$ cat config.mk
export PLATFORM = sky130hd
export DESIGN_NAME = grid_parity_codec
export DESIGN_NICKNAME = d
export VERILOG_FILES = /design/src/rtl/gpc_pkg.sv /design/src/rtl/gpc_encoder.sv /design/src/rtl/gpc_locate.sv /design/src/rtl/gpc_decoder.sv /design/src/rtl/grid_parity_codec.sv
export SDC_FILE = /design/constraint.sdc
export NUM_CORES = 1
export LEC_CHECK = 0
export ABC_CLOCK_PERIOD_IN_PS = 3800
export BUFFER_PORTS_ARGS = -buffer_cell sky130_fd_sc_hd__buf_2
export CORE_UTILIZATION = 53
export CTS_CLUSTER_DIAMETER = 100
export CTS_CLUSTER_SIZE = 30
export DETAILED_ROUTE_END_ITERATION = 8
export PLACE_DENSITY = 0.76
export SLEW_MARGIN = 20
export SYNTH_ARGS = -nofsm -noshare
export SYNTH_HDL_FRONTEND = slang
export SYNTH_SLANG_ARGS = --single-unit
$ cat constraint.sdc
create_clock -name clk -period 3.8 [get_ports clk]
set_input_delay 0.38 -clock clk [delete_from_list [all_inputs] [get_ports clk]]
set_output_delay 0.38 -clock clk [all_outputs]
set_load 0.03 [all_outputs]
$ cat src/rtl/gpc_pkg.sv
package gpc_pkg;
  parameter int unsigned GP_ROWS = 8;
  parameter int unsigned GP_COLS = 4;

  typedef enum logic {EP_DATA, EP_CHECK} enc_phase_e;
  typedef enum logic {DP_FILL, DP_DRAIN} dec_phase_e;
endpackage

$ cat src/rtl/gpc_encoder.sv
module gpc_encoder
  import gpc_pkg::*;
#(
  parameter int unsigned ROWS = GP_ROWS,
  parameter int unsigned COLS = GP_COLS
) (
  input  logic            clk,
  input  logic            rst_n,
  input  logic            in_valid,
  output logic            in_ready,
  input  logic [COLS-1:0] in_nib,
  output logic            out_valid,
  input  logic            out_ready,
  output logic [COLS:0]   out_row
);
  localparam int unsigned CW = (ROWS > 1) ? $clog2(ROWS) : 1;
  localparam logic [CW-1:0] LAST = CW'(ROWS - 1);

  enc_phase_e    phase_q, phase_d;
  logic [CW-1:0] cnt_q, cnt_d;
  logic [COLS:0] acc_q, acc_d;
  logic [COLS:0] data_row;
  logic          fire;

  always_comb begin
    data_row  = {^in_nib, in_nib};
    out_valid = (phase_q == EP_CHECK) ? 1'b1 : in_valid;
    out_row   = (phase_q == EP_CHECK) ? acc_q : data_row;
    in_ready  = (phase_q == EP_DATA) && out_ready;
    fire      = out_valid && out_ready;
  end

  always_comb begin
    phase_d = phase_q;
    cnt_d   = cnt_q;
    acc_d   = acc_q;
    if (phase_q == EP_DATA) begin
      acc_d = (cnt_q == '0) ? data_row : (acc_q ^ data_row);
      if (cnt_q == LAST) begin
        cnt_d   = '0;
        phase_d = EP_CHECK;
      end else begin
        cnt_d = cnt_q + 1'b1;
      end
    end else begin
      phase_d = EP_DATA;
    end
  end

  always_ff @(posedge clk or negedge rst_n) begin
    if (!rst_n) begin
      phase_q <= EP_DATA;
      cnt_q   <= '0;
      acc_q   <= '0;
    end else if (fire) begin
      phase_q <= phase_d;
      cnt_q   <= cnt_d;
      acc_q   <= acc_d;
    end
  end
endmodule

$ cat src/rtl/gpc_locate.sv
module gpc_locate
  import gpc_pkg::*;
#(
  parameter int unsigned ROWS = GP_ROWS,
  parameter int unsigned COLS = GP_COLS
) (
  input  logic [ROWS:0]   row_fail,
  input  logic [COLS:0]   col_fail,
  output logic [ROWS-1:0] hit_row,
  output logic [COLS-1:0] hit_col,
  output logic            fixed,
  output logic            bad
);
  logic clean, single;

  always_comb begin
    clean  = (row_fail == '0) && (col_fail == '0);
    single = ($countones(row_fail) == 1) && ($countones(col_fail) == 1);
    fixed  = single;
    bad    = !clean && !single;
  end

  for (genvar r = 0; r < ROWS; r++) begin : g_row
    assign hit_row[r] = single && row_fail[r];
  end
  for (genvar c = 0; c < COLS; c++) begin : g_col
    assign hit_col[c] = single && col_fail[c];
  end
endmodule

$ cat src/rtl/gpc_decoder.sv
module gpc_decoder
  import gpc_pkg::*;
#(
  parameter int unsigned ROWS = GP_ROWS,
  parameter int unsigned COLS = GP_COLS
) (
  input  logic            clk,
  input  logic            rst_n,
  input  logic            in_valid,
  output logic            in_ready,
  input  logic [COLS:0]   in_row,
  output logic            out_valid,
  input  logic            out_ready,
  output logic [COLS-1:0] out_nib,
  output logic            out_fixed,
  output logic            out_bad
);
  localparam int unsigned IW = $clog2(ROWS + 1);
  localparam int unsigned OW = (ROWS > 1) ? $clog2(ROWS) : 1;
  localparam logic [IW-1:0] ILAST = IW'(ROWS);
  localparam logic [OW-1:0] OLAST = OW'(ROWS - 1);

  dec_phase_e    phase_q, phase_d;
  logic [IW-1:0] icnt_q, icnt_d;
  logic [OW-1:0] ocnt_q, ocnt_d;
  logic [ROWS:0] rfail_q, rfail_d;
  logic [COLS:0] csyn_q, csyn_d;
  logic [COLS-1:0] store_q [ROWS];
  logic          take, give;
  logic [ROWS-1:0] hit_row;
  logic [COLS-1:0] hit_col;

  always_comb begin
    in_ready  = (phase_q == DP_FILL);
    out_valid = (phase_q == DP_DRAIN);
    take      = in_valid && in_ready;
    give      = out_valid && out_ready;
  end

  always_comb begin
    phase_d = phase_q;
    icnt_d  = icnt_q;
    ocnt_d  = ocnt_q;
    rfail_d = rfail_q;
    csyn_d  = csyn_q;
    if (take) begin
      rfail_d[icnt_q] = ^in_row;
      csyn_d          = (icnt_q == '0) ? in_row : (csyn_q ^ in_row);
      if (icnt_q == ILAST) begin
        icnt_d  = '0;
        phase_d = DP_DRAIN;
      end else begin
        icnt_d = icnt_q + 1'b1;
      end
    end
    if (give) begin
      if (ocnt_q == OLAST) begin
        ocnt_d  = '0;
        phase_d = DP_FILL;
      end else begin
        ocnt_d = ocnt_q + 1'b1;
      end
    end
  end

  always_ff @(posedge clk or negedge rst_n) begin
    if (!rst_n) begin
      phase_q <= DP_FILL;
      icnt_q  <= '0;
      ocnt_q  <= '0;
      rfail_q <= '0;
      csyn_q  <= '0;
    end else if (take || give) begin
      phase_q <= phase_d;
      icnt_q  <= icnt_d;
      ocnt_q  <= ocnt_d;
      rfail_q <= rfail_d;
      csyn_q  <= csyn_d;
    end
  end

  for (genvar r = 0; r < ROWS; r++) begin : g_store
    localparam logic [IW-1:0] RI = IW'(r);
    always_ff @(posedge clk) begin
      if (take && (icnt_q == RI)) store_q[r] <= in_row[COLS-1:0];
    end
  end

  gpc_locate #(.ROWS(ROWS), .COLS(COLS)) u_locate (
    .row_fail (rfail_q),
    .col_fail (csyn_q),
    .hit_row  (hit_row),
    .hit_col  (hit_col),
    .fixed    (out_fixed),
    .bad      (out_bad)
  );

  always_comb begin
    out_nib = store_q[ocnt_q] ^ (hit_row[ocnt_q] ? hit_col : '0);
  end
endmodule

$ cat src/rtl/grid_parity_codec.sv
module grid_parity_codec
  import gpc_pkg::*;
#(
  parameter int unsigned ROWS = GP_ROWS,
  parameter int unsigned COLS = GP_COLS
) (
  input  logic            clk,
  input  logic            rst_n,
  input  logic            enc_in_valid,
  output logic            enc_in_ready,
  input  logic [COLS-1:0] enc_in_nib,
  output logic            enc_out_valid,
  input  logic            enc_out_ready,
  output logic [COLS:0]   enc_out_row,
  input  logic            dec_in_valid,
  output logic            dec_in_ready,
  input  logic [COLS:0]   dec_in_row,
  output logic            dec_out_valid,
  input  logic            dec_out_ready,
  output logic [COLS-1:0] dec_out_nib,
  output logic            dec_out_fixed,
  output logic            dec_out_bad
);
  logic [1:0] rst_sync_q;
  logic       rst_core_n;

  always_ff @(posedge clk or negedge rst_n) begin
    if (!rst_n) rst_sync_q <= '0;
    else        rst_sync_q <= {rst_sync_q[0], 1'b1};
  end
  assign rst_core_n = rst_sync_q[1];

  gpc_encoder #(.ROWS(ROWS), .COLS(COLS)) u_enc (
    .clk       (clk),
    .rst_n     (rst_core_n),
    .in_valid  (enc_in_valid),
    .in_ready  (enc_in_ready),
    .in_nib    (enc_in_nib),
    .out_valid (enc_out_valid),
    .out_ready (enc_out_ready),
    .out_row   (enc_out_row)
  );

  gpc_decoder #(.ROWS(ROWS), .COLS(COLS)) u_dec (
    .clk       (clk),
    .rst_n     (rst_core_n),
    .in_valid  (dec_in_valid),
    .in_ready  (dec_in_ready),
    .in_row    (dec_in_row),
    .out_valid (dec_out_valid),
    .out_ready (dec_out_ready),
    .out_nib   (dec_out_nib),
    .out_fixed (dec_out_fixed),
    .out_bad   (dec_out_bad)
  );
endmodule

==> impl_metrics.json <==
{
  "boundaryPins": 30,
  "finish.utilization": 0.668,
  "crit_path_end_kind": "primary output",
  "wl_per_cell_um": 16.3,
  "gr-usage-all-layers": 0.219,
  "p_leak_nw": 1.65,
  "synth.distinct_cells": 39,
  "ant_nets": 0,
  "relSlewSlack": 0.481,
  "grt_max_degree": 32,
  "die_h_um": 81.8,
  "crit_required_ps": 3420,
  "die_area_um2": 6690,
  "synth_area_um2": 3370,
  "totalWireLength_um": 6490,
  "drcViolationCount": 0,
  "synth-seq-area-share": 0.529,
  "hold_path.class": "flip-flop to asynchronous set/reset pin",
  "crit_slowest_cell": "fa_1",
  "antenna_found_initial": 0,
  "numPortBuffers": 29,
  "cp_cell_sequence": "inv_2, fa_1, fa_1, fa_1, inv_1, fa_2, inv_2, fa_1, or4b_4, a211oi_4, buf_6, nand4_1, xor2_2, mux2i_4, buf_6",
  "final_cell_mix": "dfrtp_1, edfxtp_1, nand2_1",
  "layout.nets": 354,
  "cts_made_buffers": 9,
  "clock-sinks": 65,
  "min_period_over_period": 1.28,
  "setup_violations": 6,
  "crit_buf_inv": 5,
  "rsz0062_at_grt": "yes",
  "worstSkewPairLatency_ps": 340,
  "die_w_um": 81.8,
  "route.vias.total": 2115,
  "post_dp_cell_area_um2": 3720,
  "violations": "negative setup slack",
  "p_per_area_nw_per_um2": 926,
  "fin_area_um2": 4030,
  "via_per_inst": 5.31,
  "drv_cap": 0,
  "crit_type": "flip-flop to primary output",
  "worst-path-max-fanout": 5,
  "first_pass_iters": 6,
  "rrSetupSlack_ps": 1950,
  "final_cells": 398,
  "slowest_delay_ps": 550,
  "clock.fmax_mhz": 206,
  "yosys_warnings": 0,
  "min_period_ps": 4850,
  "clk_pin_slew_worst_paths_ps": 70,
  "arrival_ps": 4470,
  "drive_above_1_share": 0.285,
  "cts_tree": "built",
  "netlist_instances": 270,
  "root_buffer": "clkbuf_8",
  "hold_violations": 0,
  "cp_common_cell": "fa_1",
  "insertedDiodeCount": 0,
  "clock_skew_ps": 11.1,
  "gr-total-overflow": 0,
  "cp_top_family": "adder cells",
  "tightest_slew_ps": 772,
  "slew_violations": 0,
  "placed_cells": 379,
  "dp_hpwl_um": 4600,
  "fp-row-count": 28,
  "cts_max_path_buffers": 2,
  "tns_ps": -5400,
  "fin_ws_ps": -1050,
  "synth_seq_cells": 65,
  "synth_fp_nets": 306,
  "grt_pass1_wl_um": 10500,
  "nFillCells": 446,
  "core_um2": 6030,
  "synthesis.area_per_instance_um2": 12.5,
  "synthToLayoutAreaGrowth_pct": 19.3,
  "htree_levels": 3,
  "final_common_cell": "dfrtp_1",
  "gp_congestion": 0.765,
  "ir_drop_mv": 0.928,
  "initial_core_util": 0.560,
  "start_kind": "flip-flop",
  "run_status": "finished with violations",
  "grt_pass1_vias": 2200,
  "dr.first_iter.drc_count": 97
}
-- power by group --
group,internal (mW),switching (mW)
sequential,0.903,0.235
clock,0.322,0.254
combinational,0.972,1.04
total,2.20,1.53
-- layout make-up --
cell class,instances,area (um2),share of cell area
clock inverter,4,52.6,0.0131
sequential,65,1790,0.444
tap,75,93.8,0.0233
timing repair buffer,42,290,0.0721
clock buffer,12,145,0.0361
inverter,25,93.8,0.0233
multi-input combinational,175,1560,0.388
-- through the flow --
stage / worst slack (ps) / hold slack (ps) / total power, mW
floorplan: -717 / 84.4 / 2.48
global placement: -619 / 164 / 2.88
detailed placement: -730 / 166 / 2.96
CTS: -1030 / 259 / 3.64
global route: -1230 / 281 / 4.02
finish: -1050 / 245 / 3.73
-- sequential cells by signal (all words and copies together), names as in the netlist --
| register | cells |
|---|---|
| u_dec.csyn_q | 5 |
| u_dec.out_valid | 1 |
| u_enc.acc_q | 5 |
| rst_sync_q | 2 |
| u_dec.rfail_q | 9 |
| u_enc.phase_q | 1 |
| u_dec.icnt_q | 4 |
| u_enc.cnt_q | 3 |
| u_dec.ocnt_q | 3 |
| u_dec.store_q | 32 |
-- timing repair --
action	CTS	global route
buffers inserted	1	1
pin swaps	3	2
resized for setup	11	11
cloned	0	1
setup endpoints to repair	6	6
hold endpoints to repair	2	0
hold buffers	1	0
-- synthesized netlist by cell type --
library cell,number,share of area
nand2_1,31,0.034
o21ai_0,16,0.024
xor2_1,14,0.036
a21o_1,3,0.0067
edfxtp_1,32,0.28
nand3_1,6,0.0089
nor4b_1,2,0.0052
or3_1,1,0.0019
inv_1,25,0.028
a31oi_1,1,0.0019
nand3b_1,1,0.0022
nor2b_1,4,0.0074
nor2_1,6,0.0067
and2_1,7,0.013
a311oi_1,4,0.010
mux2_2,10,0.033
a2bb2oi_2,1,0.0044
or4b_4,1,0.0041
ha_1,14,0.052
dfrtp_1,33,0.24
xnor2_1,6,0.016
nand2b_1,2,0.0037
or2_2,2,0.0037
a211o_1,1,0.0026
conb_1,1,0.0011
o211ai_1,1,0.0022
a21oi_1,5,0.0074
nor4_1,1,0.0019
a22o_1,2,0.0052
fa_1,7,0.042
a211oi_4,1,0.0059
mux2i_1,6,0.018
buf_1,1,0.0011
nand4_1,4,0.0074
clkbuf_1,3,0.0033
nor3_1,4,0.0059
mux4_2,9,0.060
buf_2,1,0.0015
nor3b_1,1,0.0022
-- cell families (layout without fill, tap and decap cells) --
kind of cell | Yosys count | in the layout | synth area share
AND/OR/NAND/NOR | 73 | 73 | 0.109
flip-flops | 65 | 65 | 0.529
AO/OA/AOI/OAI | 35 | 35 | 0.0704
buffers and inverters | 30 | 83 | 0.0337
multiplexers | 25 | 25 | 0.111
adder cells (fa/ha/maj) | 21 | 21 | 0.0934
XOR/XNOR | 20 | 20 | 0.0519
other | 1 | 1 | 0.00111
-- final timing paths --
check,from,to,cells past startpoint
setup / recovery,u_dec.rfail_q[0],dec_out_nib[3],15
hold / removal,rst_sync_q[1],u_dec.out_valid,1
setup reg to reg,u_dec.out_valid,u_dec.rfail_q[4],4
hold reg to reg,rst_sync_q[1],u_dec.out_valid,1
max in group asynchronous,rst_sync_q[1],u_dec.rfail_q[6],1
min in group clk,enc_out_ready,u_enc.phase_q,2
-- routing by layer --
layer  share of wire  wire (um)  global-route usage
met5               0          0                   0
met3           0.024        153              0.0433
met1            0.46       3000               0.286
met2            0.50       3250               0.369
met4           0.012         78              0.0684
(Power assumes the default switching activity.)
